`config.mk`:
```
export PLATFORM = sky130hd
export DESIGN_NAME = fu_pool_sched
export DESIGN_NICKNAME = d
export VERILOG_FILES = /design/src/rtl/fu_pkg.sv /design/src/rtl/fu_lane.sv /design/src/rtl/fu_muldiv.sv /design/src/rtl/fu_issue_arb.sv /design/src/rtl/fu_pool_sched.sv
export SDC_FILE = /design/constraint.sdc
export NUM_CORES = 1
export LEC_CHECK = 0
export ABC_AREA = 1
export CORE_UTILIZATION = 35
export CTS_CLUSTER_DIAMETER = 80
export DETAILED_ROUTE_END_ITERATION = 12
export SYNTH_ARGS = -nofsm -noshare
export SYNTH_HDL_FRONTEND = slang
export SYNTH_SLANG_ARGS = --single-unit
```
`constraint.sdc`:
```
create_clock -name clk -period 3.8 [get_ports clk]
set_input_delay 0.76 -clock clk [delete_from_list [all_inputs] [get_ports clk]]
set_output_delay 0.76 -clock clk [all_outputs]
set_load 0.01 [all_outputs]
```
`src/rtl/fu_pkg.sv`:
```
package fu_pkg;

    typedef enum logic [1:0] {
        OPC_ALU = 2'd0,
        OPC_MUL = 2'd1,
        OPC_DIV = 2'd2,
        OPC_AUX = 2'd3
    } op_class_e;

endpackage

```
`src/rtl/fu_lane.sv`:
```
// One execution unit with a fixed latency. The PIPELINED parameter
// selects a shift register (accepts every cycle) or a countdown
// (busy until the result leaves).
module fu_lane #(
    parameter int LAT       = 1,
    parameter bit PIPELINED = 1'b1,
    parameter int TAG_W     = 6
) (
    input  logic             clk,
    input  logic             rst,
    input  logic             go,
    input  logic [TAG_W-1:0] go_tag,
    output logic             rdy,
    output logic             out_vld,
    output logic [TAG_W-1:0] out_tag
);

    generate
        if (PIPELINED) begin : g_pipe
            typedef struct packed {
                logic [LAT-1:0]            vld;
                logic [LAT-1:0][TAG_W-1:0] tag;
            } pipe_t;

            pipe_t st_d, st_q;

            always_comb begin
                st_d        = st_q;
                st_d.vld[0] = go;
                st_d.tag[0] = go_tag;
                for (int k = 1; k < LAT; k++) begin
                    st_d.vld[k] = st_q.vld[k-1];
                    st_d.tag[k] = st_q.tag[k-1];
                end
            end

            always_ff @(posedge clk) begin
                if (rst) st_q <= '0;
                else     st_q <= st_d;
            end

            assign rdy     = 1'b1;
            assign out_vld = st_q.vld[LAT-1];
            assign out_tag = st_q.tag[LAT-1];
        end else begin : g_iter
            localparam int CW = $clog2(LAT + 1);

            typedef struct packed {
                logic [CW-1:0]    cnt;
                logic [TAG_W-1:0] tag;
            } iter_t;

            iter_t st_d, st_q;

            always_comb begin
                st_d = st_q;
                if (go) begin
                    st_d.cnt = CW'(LAT);
                    st_d.tag = go_tag;
                end else if (st_q.cnt != '0) begin
                    st_d.cnt = st_q.cnt - CW'(1);
                end
            end

            always_ff @(posedge clk) begin
                if (rst) st_q <= '0;
                else     st_q <= st_d;
            end

            assign rdy     = (st_q.cnt <= CW'(1));
            assign out_vld = (st_q.cnt == CW'(1));
            assign out_tag = st_q.tag;

            if (LAT > 1) begin : g_hold
                AST_LANE_NP_HOLD: assert property (@(posedge clk) disable iff (rst)
                    go |=> !rdy);
            end
        end
    endgenerate

    AST_LANE_GO_READY: assert property (@(posedge clk) disable iff (rst)
        go |-> rdy);
    AST_LANE_RST_EMPTY: assert property (@(posedge clk)
        rst |=> !out_vld);

endmodule

```
`src/rtl/fu_muldiv.sv`:
```
// Shared multiply/divide unit: pipelined multiply, blocking divide,
// one completion lane.
module fu_muldiv #(
    parameter int MUL_LAT = 3,
    parameter int DIV_LAT = 20,
    parameter int TAG_W   = 6
) (
    input  logic             clk,
    input  logic             rst,
    input  logic             go,
    input  logic             go_div,
    input  logic [TAG_W-1:0] go_tag,
    output logic             rdy,
    output logic             out_vld,
    output logic [TAG_W-1:0] out_tag
);

    localparam int CW = $clog2(DIV_LAT + 1);

    typedef struct packed {
        logic [MUL_LAT-1:0]            mvld;
        logic [MUL_LAT-1:0][TAG_W-1:0] mtag;
        logic [CW-1:0]                 dcnt;
        logic [TAG_W-1:0]              dtag;
    } md_t;

    md_t st_d, st_q;
    logic mul_done, div_done;

    always_comb begin
        st_d         = st_q;
        st_d.mvld[0] = go && !go_div;
        st_d.mtag[0] = go_tag;
        for (int k = 1; k < MUL_LAT; k++) begin
            st_d.mvld[k] = st_q.mvld[k-1];
            st_d.mtag[k] = st_q.mtag[k-1];
        end
        if (go && go_div) begin
            st_d.dcnt = CW'(DIV_LAT);
            st_d.dtag = go_tag;
        end else if (st_q.dcnt != '0) begin
            st_d.dcnt = st_q.dcnt - CW'(1);
        end
    end

    always_ff @(posedge clk) begin
        if (rst) st_q <= '0;
        else     st_q <= st_d;
    end

    assign mul_done = st_q.mvld[MUL_LAT-1];
    assign div_done = (st_q.dcnt == CW'(1));
    assign rdy      = (st_q.dcnt <= CW'(1));
    assign out_vld  = mul_done || div_done;
    assign out_tag  = div_done ? st_q.dtag : st_q.mtag[MUL_LAT-1];

    AST_MD_SINGLE_DONE: assert property (@(posedge clk) disable iff (rst)
        !(mul_done && div_done));
    AST_MD_DIV_LOCK: assert property (@(posedge clk) disable iff (rst)
        (st_q.dcnt > CW'(1)) |-> !go);
    AST_MD_DIV_START: assert property (@(posedge clk) disable iff (rst)
        (go && go_div) |=> !rdy);
    AST_MD_RST_EMPTY: assert property (@(posedge clk)
        rst |=> (!out_vld && rdy));

endmodule

```
`src/rtl/fu_issue_arb.sv`:
```
// Oldest-first binding of offered slots to ready units of their class.
module fu_issue_arb
    import fu_pkg::*;
#(
    parameter int ISSUE_W = 8,
    parameter int N_ALU   = 6,
    parameter int N_AUX   = 2,
    parameter int TAG_W   = 6,
    localparam int N_UNITS = N_ALU + 1 + N_AUX
) (
    input  logic                             clk,
    input  logic                             rst,
    input  logic [ISSUE_W-1:0]               req_valid,
    input  logic [ISSUE_W-1:0][1:0]          req_cls,
    input  logic [ISSUE_W-1:0][TAG_W-1:0]    req_tag,
    input  logic [N_UNITS-1:0]               unit_rdy,
    output logic [ISSUE_W-1:0]               req_accept,
    output logic [N_UNITS-1:0]               unit_go,
    output logic [N_UNITS-1:0][TAG_W-1:0]    unit_tag,
    output logic                             md_div
);

    localparam int MD_IDX = N_ALU;

    function automatic logic serves(input int u, input op_class_e c);
        case (c)
            OPC_ALU: return (u < N_ALU);
            OPC_MUL,
            OPC_DIV: return (u == MD_IDX);
            default: return (u > MD_IDX);
        endcase
    endfunction

    logic [ISSUE_W-1:0]            acc_w;
    logic [N_UNITS-1:0]            taken_w;
    logic [N_UNITS-1:0][TAG_W-1:0] tag_w;
    logic                          div_w;

    always_comb begin
        acc_w   = '0;
        taken_w = '0;
        tag_w   = '0;
        div_w   = 1'b0;
        for (int i = 0; i < ISSUE_W; i++) begin
            if (req_valid[i]) begin
                for (int u = 0; u < N_UNITS; u++) begin
                    if (!acc_w[i] && !taken_w[u] && unit_rdy[u] &&
                        serves(u, op_class_e'(req_cls[i]))) begin
                        acc_w[i]   = 1'b1;
                        taken_w[u] = 1'b1;
                        tag_w[u]   = req_tag[i];
                        if (u == MD_IDX && op_class_e'(req_cls[i]) == OPC_DIV)
                            div_w = 1'b1;
                    end
                end
            end
        end
    end

    assign req_accept = acc_w;
    assign unit_go    = taken_w;
    assign unit_tag   = tag_w;
    assign md_div     = div_w;

    AST_ARB_VALID_ONLY: assert property (@(posedge clk) disable iff (rst)
        (req_accept & ~req_valid) == '0);
    AST_ARB_ONE_TO_ONE: assert property (@(posedge clk) disable iff (rst)
        $countones(req_accept) == $countones(unit_go));
    AST_ARB_READY_ONLY: assert property (@(posedge clk) disable iff (rst)
        (unit_go & ~unit_rdy) == '0);

endmodule

```
`src/rtl/fu_pool_sched.sv`:
```
module fu_pool_sched #(
    parameter int ISSUE_W  = 8,
    parameter int N_ALU    = 6,
    parameter int N_AUX    = 2,
    parameter int TAG_W    = 6,
    parameter int MUL_LAT  = 3,
    parameter int DIV_LAT  = 20,
    parameter int AUX_LAT  = 4,
    parameter bit AUX_PIPE = 1'b0,
    localparam int N_UNITS = N_ALU + 1 + N_AUX
) (
    input  logic                       clk,
    input  logic                       rst,
    input  logic [ISSUE_W-1:0]         req_valid,
    input  logic [2*ISSUE_W-1:0]       req_cls,
    input  logic [TAG_W*ISSUE_W-1:0]   req_tag,
    output logic [ISSUE_W-1:0]         req_accept,
    output logic [N_UNITS-1:0]         cmp_valid,
    output logic [TAG_W*N_UNITS-1:0]   cmp_tag
);

    localparam int MD_IDX = N_ALU;

    logic [ISSUE_W-1:0][1:0]       cls_v;
    logic [ISSUE_W-1:0][TAG_W-1:0] tag_v;
    logic [N_UNITS-1:0]            unit_rdy;
    logic [N_UNITS-1:0]            unit_go;
    logic [N_UNITS-1:0][TAG_W-1:0] unit_tag;
    logic [N_UNITS-1:0][TAG_W-1:0] lane_tag;
    logic                          md_div;

    assign cls_v = req_cls;
    assign tag_v = req_tag;

    fu_issue_arb #(
        .ISSUE_W(ISSUE_W), .N_ALU(N_ALU), .N_AUX(N_AUX), .TAG_W(TAG_W)
    ) i_arb (
        .clk       (clk),
        .rst       (rst),
        .req_valid (req_valid),
        .req_cls   (cls_v),
        .req_tag   (tag_v),
        .unit_rdy  (unit_rdy),
        .req_accept(req_accept),
        .unit_go   (unit_go),
        .unit_tag  (unit_tag),
        .md_div    (md_div)
    );

    generate
        for (genvar k = 0; k < N_ALU; k++) begin : g_alu
            fu_lane #(.LAT(1), .PIPELINED(1'b1), .TAG_W(TAG_W)) i_lane (
                .clk    (clk),
                .rst    (rst),
                .go     (unit_go[k]),
                .go_tag (unit_tag[k]),
                .rdy    (unit_rdy[k]),
                .out_vld(cmp_valid[k]),
                .out_tag(lane_tag[k])
            );
        end
        for (genvar k = 0; k < N_AUX; k++) begin : g_aux
            fu_lane #(.LAT(AUX_LAT), .PIPELINED(AUX_PIPE), .TAG_W(TAG_W)) i_lane (
                .clk    (clk),
                .rst    (rst),
                .go     (unit_go[MD_IDX+1+k]),
                .go_tag (unit_tag[MD_IDX+1+k]),
                .rdy    (unit_rdy[MD_IDX+1+k]),
                .out_vld(cmp_valid[MD_IDX+1+k]),
                .out_tag(lane_tag[MD_IDX+1+k])
            );
        end
    endgenerate

    fu_muldiv #(.MUL_LAT(MUL_LAT), .DIV_LAT(DIV_LAT), .TAG_W(TAG_W)) i_md (
        .clk    (clk),
        .rst    (rst),
        .go     (unit_go[MD_IDX]),
        .go_div (md_div),
        .go_tag (unit_tag[MD_IDX]),
        .rdy    (unit_rdy[MD_IDX]),
        .out_vld(cmp_valid[MD_IDX]),
        .out_tag(lane_tag[MD_IDX])
    );

    assign cmp_tag = lane_tag;

    AST_TOP_RST_QUIET: assert property (@(posedge clk)
        rst |=> (cmp_valid == '0));
    AST_TOP_ALU_ACCEPT: assert property (@(posedge clk) disable iff (rst)
        (unit_go[N_ALU-1:0] != '0) |=> (unit_rdy[N_ALU-1:0] == '1));

endmodule

```
# Word level (Yosys, flattened, before mapping)
# Index checks and enable logic that the tools add are counted.
# totals
reg_bits	92
out_inout_bits	71
# classes
addsub	3
magnitude_cmp	3
n_eq_ne	19
muxes	382
reduce_logical	315
# op_table
cell	n
6-bit 2-to-1 mux	73
54-bit 2-to-1 mux	8
1-bit 2-to-1 mux	287
1-bit logical AND	153
1-bit zero test	128
9-bit 2-to-1 mux	8
3-bit OR reduction	8
2-bit OR reduction	11
2-bit by 1-bit == test with 1-bit output (second input constant)	8
2-bit == test (second input constant)	8
2-bit zero test	8
3-bit 2-to-1 mux	4
5-bit 2-to-1 mux	2
3-bit by 1-bit == test with 1-bit output (second input constant)	2
3-bit by 1-bit less-or-equal comparator with 1-bit output (second input constant)	2
2-bit nonzero test	3
3-bit nonzero test	2
3-bit by 1-bit subtractor with 3-bit output (second input constant)	2
5-bit by 1-bit == test with 1-bit output (second input constant)	1
5-bit by 1-bit less-or-equal comparator with 1-bit output (second input constant)	1
5-bit nonzero test	1
5-bit by 1-bit subtractor with 5-bit output (second input constant)	1
1-bit logical OR	1

# Depth between registers and ports, before layout
# Gate-level depths: netlist (run 1).
# depth
word_depth	371
mapped_depth	28

# Cells and area by module
# Synthesis (run 1) repeated with hierarchy kept, for this count alone.
# hier_totals
hier_cells	1510
hier_area_um2	9222.6
# by_module_without_submodules
module	n_inst	cells_per_inst	area_per_inst_um2	seq_area_each_um2
fu_issue_arb	1	1102	5890.6	0.0
fu_lane at g_alu[0].i_lane ...	6	23	203.9	140.1
fu_muldiv	1	144	1177.4	640.6
fu_lane at g_aux[0].i_lane ...	2	63	465.4	180.2

# Least setup slack after synthesis (run 1)
# No wires, ideal clock.
# synth_path
path_kind	input-to-output
start	input port req_cls[2]
end	output port req_accept[7]
arrival_ns	3.186
required_ns	3.040
path_slack_ns	-0.146
path_stages	21
path_buffers	0
cell_sequence	inv_1 -> ha_1 -> nand2_4 -> nand2_2 -> a21oi_4 -> nand2_2 -> a21oi_1 -> nor2_1 -> o211ai_2 -> nor2_4 -> nor2_2 -> nand2_1 -> nand2_1 -> nor2_4 -> a21oi_4 -> nand2_1 -> nand2_2 -> o21ai_2 -> nor2_4 -> nor2_1 -> nor2_1
# synth_between
elab_chain_len	85
# synth_rtl
item	line_no	rtl
from (decl)	fu_pool_sched.sv:15	input logic [2*ISSUE_W-1:0] req_cls,
2-bit zero test	fu_issue_arb.sv:26	case (c)
1-bit 2-to-1 mux	fu_issue_arb.sv:26	
1-bit 2-to-1 mux	fu_issue_arb.sv:45	if (req_valid[i]) begin
1-bit logical AND	fu_issue_arb.sv:47	if (!acc_w[i] && !taken_w[u] && unit_rdy[u] &&
1-bit 2-to-1 mux	fu_issue_arb.sv:47	
1-bit 2-to-1 mux	fu_issue_arb.sv:45	
1-bit zero test	fu_issue_arb.sv:47	
1-bit logical AND (2 in a row)	fu_issue_arb.sv:47	
[... 64 more ...]	--	
1-bit zero test	fu_issue_arb.sv:47	
1-bit logical AND (3 in a row)	fu_issue_arb.sv:47	
1-bit 2-to-1 mux	fu_issue_arb.sv:47	
1-bit 2-to-1 mux / 9-bit 2-to-1 mux (equally long branches)	fu_issue_arb.sv:45	
1-bit zero test	fu_issue_arb.sv:47	
1-bit logical AND (3 in a row)	fu_issue_arb.sv:47	
1-bit 2-to-1 mux (*)	fu_issue_arb.sv:47	
1-bit 2-to-1 mux (*)	fu_issue_arb.sv:45	
to (decl)	fu_pool_sched.sv:17	output logic [ISSUE_W-1:0] req_accept,
# Mark *: on every way between the ends. The rest lies on a longest branch, timed or not. The select of a mux whose other input is x is not followed.

# Worst setup path after layout (run 1)
# layout_path
start	input port req_cls[3]
end	output port req_accept[7]
# Same word-level chain as after synthesis.

==> results of run 1 <==
==> kinds of logic after synthesis <==
family | Yosys count | synth area share, %
adder cells (fa/ha/maj) | 33 | 5.38
XOR/XNOR | 5 | 0.571
buffers and inverters | 253 | 13.7
flip-flops | 92 | 24.0
AO/OA/AOI/OAI | 310 | 26.1
AND/OR/NAND/NOR | 448 | 29.8
multiplexers | 3 | 0.440
==> flip-flops by register name, summed over array words and instances (netlist names) <==
register	cells
i_md.st_q	17
g_alu.i_lane.out_vld	6
g_aux.i_lane.g_iter.st_q	6
g_aux.i_lane.out_tag	12
i_md.mul_done	1
i_md.st_d	14
g_alu.i_lane.out_tag	36
==> stage by stage <==
stage	std cells	cell area, sq um	TNS, ns	hold WS, ns	utilization (%)
after floorplan	1144	7780	-0.0334	0.388	-
after global placement	1719	10900	-17.57	0.390	51.0
after detailed placement	1719	10900	-20.65	0.396	51.0
after CTS	1756	11500	-0.454	0.407	54.1
after global routing	1765	11700	-0.926	0.417	55.1
final	1765	11700	-0.394	0.404	55.1
==> worst max-delay path, cell delays in order <==
cell and delay [ns]:
buf_6 0.09, inv_6 0.04, ha_4 0.18, nand2_8 0.10, nand2_4 0.06, a21oi_4 0.31, nor2_4 0.09, nor2_4 0.20
nand2_4 0.10, nand2_4 0.08, o21ai_4 0.07, nand3_2 0.10, inv_2 0.04, nand2_2 0.06, nand2_2 0.07, nor2_4 0.13
a21oi_4 0.07, nand2_2 0.08, nand2_4 0.06, o21ai_4 0.18, nor2_4 0.05, nor2_2 0.12, nor2_2 0.04, buf_2 0.13
==> where the power goes <==
group          leakage, nW  internal, W  switching [W]
combinational         4.58      0.00138        0.00174
sequential           0.752      0.00116      0.0000827
clock                0.147     0.000469       0.000424
==> per-layer routing <==
metal,vias to the layer above,share of wire [%],GRT usage (%)
li1,4540,-,-
met1,4284,43,37.7
met2,405,46,46.4
met3,57,7.9,4.85
met4,0,2.3,8.13
met5,-,0,0
==> layout make-up <==
cell class | instances | area (sq um) | area share (%)
well taps | 275 | 344 | 2.93
inverters | 206 | 806 | 6.87
clock buffers | 9 | 225 | 1.92
repair buffers | 377 | 3220 | 27.5
clock inverters | 7 | 77.6 | 0.662
flip-flops and latches | 92 | 1840 | 15.7
multi-input cells | 799 | 5210 | 44.4
==> cells in the mapped netlist (3+ instances only) <==
| cell | instances |
|---|---|
| nand3_1 | 53 |
| nor3_1 | 16 |
| buf_1 | 3 |
| nand2_2 | 16 |
| nor2_1 | 112 |
| o21ai_0 | 75 |
| nand4_1 | 15 |
| buf_2 | 4 |
| inv_1 | 180 |
| ha_1 | 33 |
| clkbuf_1 | 18 |
| dfxtp_1 | 92 |
| a32oi_1 | 6 |
| nor2_4 | 13 |
| a21oi_1 | 68 |
| inv_2 | 22 |
| nand3_2 | 8 |
| a221oi_1 | 6 |
| o21ai_1 | 15 |
| xor2_1 | 5 |
| a21oi_4 | 4 |
| buf_4 | 21 |
| nor2_2 | 6 |
| a211oi_1 | 8 |
| mux2_2 | 3 |
| o211ai_1 | 17 |
| o2111ai_1 | 4 |
| o221ai_1 | 19 |
| a21oi_2 | 5 |
| nand2_4 | 8 |
| nand3_4 | 5 |
| o22ai_1 | 10 |
| nand2_1 | 181 |
| a2111oi_0 | 3 |
| o21ai_2 | 5 |
| a31oi_1 | 50 |
| a22oi_2 | 3 |
==> how the worst min path moves through the flow <==
stage,end
after CTS,i_md.st_d[28]
after global routing,i_md.st_q[24]
after detailed placement,i_md.st_d[28]
after floorplan,i_md.mul_done
after global placement,i_md.st_q[28]
final,i_md.st_q[24]
==> repair_timing <==
action,CTS,global route
gates resized for setup,108,55
gates cloned,0,0
pin swaps,42,44
setup buffers,21,10
setup endpoints to repair,34,10
==> flow_metrics.py, run 1 <==
metrics = {
    "timing": {
        "max_freq_ghz": 0.251,
        "fin_ws_ns": -0.183,
        "finalSetupViolations": 3,
        "min_period_ns": 3.98,
        "final.period_utilization_pct": 105,
        "tightest_slew_ns": 1.06,
        "rsz0062_at_grt": "true",
        "hold_violations": 0,
        "slew_headroom_pct": 29.3,
        "fin_skew_ns": 0.00687,
        "drv_slew": 0,
    },
    "routing": {
        "firstDrtPassIters": 6,
        "via_count": 9286,
        "wl_per_cell_microns": 18.0,
        "wl_microns": 31700,
        "via_per_inst": 5.26,
        "drt_iter0_drc": 876,
        "ant_nets": 0,
        "drc_errors": 0,
    },
    "clock_tree": {
        "cts_tree": "yes",
        "cts_max_path_buffers": 2,
        "root_buffer": "clkbuf_16",
        "cts_made_buffers": 9,
        "clk_latency_ns": 0.35,
        "cts_max_level": 3,
        "holdBufCountCts": 0,
        "clock_sinks": 92,
        "cts.clk_slew.worst_paths_ns": 0.07,
    },
    "setup_path": {
        "startpoint_type": "primary input",
        "crit_path_start": "req_cls[3]",
        "criticalPathCategory": "in2out",
        "cp.arrival_ns": 3.22,
        "ff2ff_setup_slack_ns": 0.31,
        "worstPathMaxFanout": 5,
        "worstSetupEndpoint": "req_accept[7]",
        "critPathRequiredTime_ns": 3.04,
        "reg2reg_from": "g_aux[0].i_lane.g_iter.st_q[7]",
        "crit_path_end_kind": "output pin",
        "timing.rr.end": "g_aux[1].i_lane.out_tag[2]",
        "reg2reg_depth": 25,
    },
    "placement": {
        "post-place-ws_ns": -1.15,
        "gp_congestion": 0.981,
        "port_buffers": 144,
        "dp_hpwl_microns": 26300,
    },
    "logic_synthesis": {
        "yosys.area.top_type": "dfxtp_1",
        "synthesis.nets": 1251,
        "synth_edf_count": 0,
        "syn-instance-count": 1144,
        "ys_seq_area_share_pct": 24.0,
        "netlist_area_sq_um": 7670,
        "async_flop_share_pct": 0,
        "synth_top_cell_area_share_pct": 24.0,
        "yosys-top-cells-area": "dfxtp_1 24%, nand2_1 8.9%, inv_1 8.8%",
        "avgSynthCellArea_sq_um": 6.71,
        "synth-seq-cells": 92,
        "synth_warnings": 0,
        "synth_top_flop_cell": "dfxtp_1",
        "ys_types": 61,
    },
    "floorplan": {
        "core-area_sq_um": 21300,
        "rows": 53,
        "start_util_pct": 36.0,
        "boundaryPins": 145,
        "die_height_microns": 150,
        "dieArea_sq_um": 22500,
        "die_x_microns": 150,
    },
    "finish": {
        "areaGrowthSynthToFinish_pct": 52.8,
        "fin_nets": 1592,
        "diodes": 0,
        "n_fill_cell": 2054,
        "final_common_cell": "buf_4",
        "final_cell_mix": "224 x buf_4, 163 x inv_1, 162 x nand2_1",
        "drive_gt1_share_pct": 30.1,
    },
    "power": {
        "power_w": 0.00525,
        "powerDensity_nw_per_um2": 447,
        "p_leak_nw": 5.48,
        "vdd_drop_max_v": 0.000268,
    },
    "worst_hold_path": {
        "hold_depth": 2,
        "worstHoldStart": "i_md.st_d[24]",
        "hp-class": "reg2reg",
    },
    "global_route": {
        "grt_pass1_vias": 8771,
        "grt_usage_pct": 28.3,
        "grt-ovfl-total": 0,
        "antenna_found_initial": 0,
        "grt_start_max_net_pins": 54,
        "grt_pass1_wl_microns": 47800,
    },
    "run_status": {
        "status": "finished, violations left",
        "violations": "negative setup slack",
    },
    "job": {
        "max_cap_viol_count": 0,
    },
}
(Power assumes the default switching activity.)
==> inputs of run 2 (changes only) <==
--- a/config.mk
+++ b/config.mk
@@ -7,6 +7,7 @@
 export LEC_CHECK = 0
 export ABC_AREA = 1
 export CORE_UTILIZATION = 35
+export CTS_BUF_LIST = sky130_fd_sc_hd__clkbuf_2 sky130_fd_sc_hd__clkbuf_4 sky130_fd_sc_hd__clkbuf_8
 export CTS_CLUSTER_DIAMETER = 80
 export DETAILED_ROUTE_END_ITERATION = 12
 export SYNTH_ARGS = -nofsm -noshare
==> run 2 against run 1 <==
Effect of this change: the run still ends with negative setup slack left; sequential share of layout area grew 0.092 points; clock-buffer cell count is the same; first-iteration DRC count grew 4.1%; critical path type unchanged; largest cell class unchanged; largest power group unchanged; highest routed layer unchanged.
==> flow_metrics.py, run 2 (synthesized netlist as in run 1, its figures left out) <==
metrics = {
    "run_status": {
        "status": "finished, violations left",
        "violations": "negative setup slack",
    },
    "setup_path": {
        "timing.rr.end": "g_aux[1].i_lane.out_tag[2]",
        "ff2ff_setup_slack_ns": 0.34,
        "cp.arrival_ns": 3.21,
        "reg2reg_depth": 27,
        "reg2reg_from": "i_md.st_q[7]",
        "worstPathMaxFanout": 5,
        "critPathRequiredTime_ns": 3.04,
        "criticalPathCategory": "in2out",
        "crit_path_end_kind": "output pin",
        "startpoint_type": "primary input",
        "crit_path_start": "req_cls[3]",
    },
    "clock_tree": {
        "root_buffer": "clkbuf_8",
        "cts_made_buffers": 9,
        "cts.clk_slew.worst_paths_ns": 0.09,
        "cts_max_level": 3,
        "cts_max_path_buffers": 2,
        "clk_latency_ns": 0.39,
        "cts_tree": "yes",
        "holdBufCountCts": 0,
        "clock_sinks": 92,
    },
    "floorplan": {
        "die_height_microns": 150,
        "core-area_sq_um": 21300,
        "boundaryPins": 145,
        "dieArea_sq_um": 22500,
        "die_x_microns": 150,
        "rows": 53,
        "start_util_pct": 36.0,
    },
    "timing": {
        "min_period_ns": 3.97,
        "fin_skew_ns": 0.0171,
        "finalSetupViolations": 3,
        "hold_violations": 0,
        "max_freq_ghz": 0.252,
        "tightest_slew_ns": 1.06,
        "tns_ns": -0.340,
        "rsz0062_at_grt": "true",
        "fin_ws_ns": -0.175,
        "drv_slew": 0,
        "final.period_utilization_pct": 105,
        "slew_headroom_pct": 29.1,
    },
    "routing": {
        "via_count": 9323,
        "wl_per_cell_microns": 18.0,
        "via_per_inst": 5.27,
        "ant_nets": 0,
        "wl_microns": 31800,
        "drc_errors": 0,
        "firstDrtPassIters": 7,
        "drt_iter0_drc": 912,
    },
    "power": {
        "vdd_drop_max_v": 0.000265,
        "p_leak_nw": 5.45,
        "powerDensity_nw_per_um2": 432,
    },
    "global_route": {
        "grt_pass1_wl_microns": 48000,
        "grt_pass1_vias": 8749,
        "grt_usage_pct": 28.3,
        "grt_start_max_net_pins": 54,
        "grt-ovfl-total": 0,
        "antenna_found_initial": 0,
    },
    "finish": {
        "diodes": 0,
        "n_fill_cell": 2073,
        "areaGrowthSynthToFinish_pct": 52.0,
        "drive_gt1_share_pct": 30.4,
        "largest_reg_flops": 36,
        "final_cell_mix": "227 x buf_4, 163 x nand2_1, 162 x inv_1",
        "final_common_cell": "buf_4",
        "fin_nets": 1596,
        "fin_util_pct": 54.8,
    },
    "worst_hold_path": {
        "hold_depth": 2,
        "worstHoldStart": "i_md.st_d[30]",
        "worstHoldEndpoint": "i_md.st_d[31]",
        "hp-class": "reg2reg",
    },
    "placement": {
        "dp_hpwl_microns": 26300,
        "gp_congestion": 0.981,
        "post-place-ws_ns": -1.15,
        "port_buffers": 144,
    },
    "job": {
        "max_cap_viol_count": 0,
    },
}
-- run 2: cell type report --
cell class                      instances  area, sq um  area share, %
Timing Repair Buffer                  381         3260           28.0
Clock inverter                          7         77.6          0.665
Multi-Input combinational cell        799         5210           44.6
Tap cell                              275          344           2.95
Inverter                              206          806           6.91
Sequential cell                        92         1840           15.8
Clock buffer                            9          124           1.06
-- run 2: what timing repair did --
item | in CTS | in global routing
gates resized for setup | 120 | 46
endpoints found under the setup margin | 24 | 7
setup buffers | 22 | 13
pin swaps | 42 | 47
-- run 2: routing by layer --
layer  global-route usage, %  routed length, microns  share of wire [%]  vias to the layer above
met5                       0                       0                  0                        -
li1                        -                       -                  -                     4539
met4                    7.22                     669                2.1                        0
met2                    47.0                   14800                 46                      396
met3                    3.93                    2140                6.7                       59
met1                    38.3                   14200                 45                     4329
-- run 2: critical path, stage by stage --
cell and delay, ns:
buf_6 0.09, inv_6 0.04, ha_4 0.18, nand2_8 0.10, nand2_4 0.06, a21oi_4 0.31, nor2_4 0.09, nor2_4 0.20
nand2_4 0.10, nand2_4 0.08, o21ai_4 0.06, nand3_2 0.09, inv_2 0.04, nand2_2 0.06, nand2_2 0.08, nor2_4 0.14
a21oi_4 0.07, nand2_2 0.08, nand2_4 0.06, o21ai_4 0.18, nor2_4 0.05, nor2_2 0.12, nor2_2 0.04, buf_2 0.13
-- run 2: worst max-delay path by stage --
stage / end / slack [ns] / cells after the start
6_report: req_accept[7] / -0.17 / 24
5_1_grt: req_accept[7] / -0.35 / 20
4_1_cts: req_accept[7] / -0.22 / 25
3_5_place_dp: req_accept[7] / -1.15 / 24
3_3_place_gp: req_accept[7] / -1.08 / 24
2_1_floorplan: req_accept[7] / -0.03 / 18
-- run 2: metrics by stage --
| step | total power, W | hold WS, ns | instance area, sq um | instances |
|---|---|---|---|---|
| 3_5_place_dp | 0.00414 | 0.396 | 10900 | 1719 |
| 6_report | 0.00504 | 0.407 | 11700 | 1769 |
| 2_1_floorplan | 0.00280 | 0.388 | 7780 | 1144 |
| 5_1_grt | 0.00536 | 0.424 | 11700 | 1769 |
| 3_3_place_gp | 0.00411 | 0.390 | 10900 | 1719 |
| 4_1_cts | 0.00495 | 0.410 | 11400 | 1757 |
-- run 2: where the power goes --
part	internal [W]	switching (W)	total (W)
Clock	0.000263	0.000395	0.000659
Combinational	0.00139	0.00175	0.00315
Sequential	0.00116	0.0000828	0.00124
Total	0.00281	0.00223	0.00504
==> inputs of run 3 (changes only) <==
--- a/config.mk
+++ b/config.mk
@@ -10,6 +10,7 @@
 export CTS_BUF_LIST = sky130_fd_sc_hd__clkbuf_2 sky130_fd_sc_hd__clkbuf_4 sky130_fd_sc_hd__clkbuf_8
 export CTS_CLUSTER_DIAMETER = 80
 export DETAILED_ROUTE_END_ITERATION = 12
+export GPL_ROUTABILITY_DRIVEN = 1
 export SYNTH_ARGS = -nofsm -noshare
 export SYNTH_HDL_FRONTEND = slang
 export SYNTH_SLANG_ARGS = --single-unit
==> constraint.sdc (replaced) <==
create_clock -name clk -period 3.8 [get_ports clk]
set_input_delay 0.57 -clock clk [delete_from_list [all_inputs] [get_ports clk]]
set_output_delay 0.57 -clock clk [all_outputs]
set_load 0.01 [all_outputs]
==> run 3 against run 2 <==
Effect of this change: the run now ends clean; utilization rose by 0.26 points; clock power is 1% higher; clock-buffer cell count unchanged; power rose by 1.2%; register-to-register slack got worse by 0.16 ns; final area increased by 0.48%; critical path depth is 1 lower; clock skew down 0.0066 ns; worst hold slack worse by 0.014 ns; first-iteration DRC count increased by 10%; sequential share of layout area shrank 0.055 points; setup slack better by 0.29 ns; critical endpoint is now g_alu[2].i_lane.out_tag[0]; largest cell class unchanged.
==> flow_metrics.py, run 3 (synthesized netlist as in run 1, its figures left out) <==
metrics = {
    "run_status": {
        "status": "finished, final reports clean",
    },
    "global_route": {
        "antenna_found_initial": 0,
        "grt_start_max_net_pins": 54,
        "grt_pass1_wl_microns": 48900,
        "grt_usage_pct": 29.0,
        "grt-ovfl-total": 0,
        "grt_pass1_vias": 9006,
    },
    "routing": {
        "via_count": 9417,
        "wl_microns": 32900,
        "via_per_inst": 5.32,
        "ant_nets": 0,
        "drc_errors": 0,
        "drt_iter0_drc": 1005,
        "firstDrtPassIters": 5,
        "wl_per_cell_microns": 18.6,
    },
    "setup_path": {
        "crit_path_start": "req_valid[4]",
        "crit_path_end_kind": "flop",
        "criticalPathCategory": "in2reg",
        "reg2reg_depth": 28,
        "critPathRequiredTime_ns": 4.10,
        "reg2reg_from": "i_md.st_q[6]",
        "startpoint_type": "primary input",
        "worstPathMaxFanout": 4,
        "cp.arrival_ns": 3.98,
    },
    "finish": {
        "seq_area_sq_um": 1850,
        "final_common_cell": "buf_4",
        "drive_gt1_share_pct": 31.2,
        "fin_nets": 1597,
        "largest_reg_flops": 36,
        "final_cell_mix": "227 x buf_4, 164 x nand2_1, 159 x inv_1",
        "diodes": 0,
        "fin_util_pct": 55.1,
        "areaGrowthSynthToFinish_pct": 52.8,
        "n_fill_cell": 2116,
        "multiInputGateArea_sq_um": 5280,
    },
    "timing": {
        "slew_headroom_pct": 31.3,
        "tns_ns": 0,
        "tightest_slew_ns": 1.03,
        "min_period_ns": 3.69,
        "rsz0062_at_grt": "true",
        "drv_slew": 0,
        "finalSetupViolations": 0,
        "hold_violations": 0,
        "max_freq_ghz": 0.271,
        "fin_skew_ns": 0.0105,
        "final.period_utilization_pct": 97.1,
    },
    "clock_tree": {
        "cts.clk_slew.worst_paths_ns": 0.11,
        "cts_max_level": 3,
        "cts_tree": "yes",
        "cts_max_path_buffers": 2,
        "clock_sinks": 92,
        "clk_latency_ns": 0.39,
        "cts_made_buffers": 9,
        "root_buffer": "clkbuf_8",
    },
    "floorplan": {
        "rows": 53,
        "die_height_microns": 150,
        "dieArea_sq_um": 22500,
        "start_util_pct": 36.0,
        "boundaryPins": 145,
        "die_x_microns": 150,
        "core-area_sq_um": 21300,
    },
    "worst_hold_path": {
        "worstHoldStart": "i_md.st_d[28]",
        "hp-class": "reg2reg",
        "hold_depth": 2,
    },
    "power": {
        "vdd_drop_max_v": 0.000227,
        "p_leak_nw": 5.45,
        "powerDensity_nw_per_um2": 436,
        "power_w": 0.00511,
    },
    "placement": {
        "dp_hpwl_microns": 26800,
        "gp_congestion": 0.975,
        "port_buffers": 144,
    },
    "job": {
        "max_cap_viol_count": 0,
    },
}
==> run 3: cell count changes in the layout (fill, tap and decap cells not counted), moves of 3 or more <==
cell	previous run	this run
inv_4	4	1
buf_6	9	5
inv_1	162	159
inv_2	35	41
o21ai_2	3	6
nor2_4	20	24
clkbuf_2	1	5
==> run 3: worst max-delay path: stages <==
cell and delay, ns:
clkdlybuf4s50_1 0.54, nand2_2 0.10, nor2_4 0.17, nand2_2 0.09, buf_4 0.13, buf_4 0.12
buf_4 0.12, buf_4 0.12, buf_4 0.12, buf_4 0.12, buf_4 0.13, buf_4 0.13
buf_4 0.13, buf_4 0.13, buf_4 0.13, buf_4 0.12, buf_4 0.12, buf_4 0.12
nor2_2 0.17, inv_1 0.12, o21ai_1 0.13, a31oi_1 0.07, a31oi_1 0.28
==> run 3: layout make-up <==
cell class	instances	area share, %
inverters	206	6.73
clock buffers	9	1.06
flip-flops and latches	92	15.8
well taps	275	2.94
repair buffers	382	27.9
clock inverters	7	0.619
multi-input cells	799	45.0
==> run 3: final timing paths <==
| kind | end | slack, ns |
|---|---|---|
| max | g_alu[2].i_lane.out_tag[0] | 0.11 |
| min | i_md.st_q[28] | 0.39 |
| max reg2reg | i_md.st_q[5] | 0.18 |
| min reg2reg | i_md.st_q[28] | 0.39 |
==> run 3: metrics by stage <==
step | cells | hold slack (ns) | area, sq um | setup slack (ns)
finish | 1770 | 0.393 | 11700 | 0.111
global route | 1770 | 0.397 | 11700 | -0.0187
CTS | 1757 | 0.388 | 11300 | 0.00945
detailed placement | 1701 | 0.392 | 10600 | -0.803
global placement | 1701 | 0.389 | 10600 | -0.758
floorplan | 1144 | 0.388 | 7670 | 0.234
==> run 3: what timing repair did <==
item,4_1_cts,5_1_grt
hold buffers,0,0
buffers inserted,40,14
setup endpoints to repair,7,29
resized for setup,87,102
pin swaps,33,60
==> run 3: routing by layer <==
metal,vias up,global-route usage (%),part of all wire [%]
met5,-,0,0
met4,0,8.94,2.8
met3,63,4.24,7.5
met2,413,47.3,46
met1,4398,39.3,44
li1,4543,-,-
==> run 3: report_power, final <==
group / switching, W / internal [W] / total [W]
Clock: 0.000407 / 0.000259 / 0.000666
Sequential: 0.0000935 / 0.00116 / 0.00125
Combinational: 0.00179 / 0.00140 / 0.00319
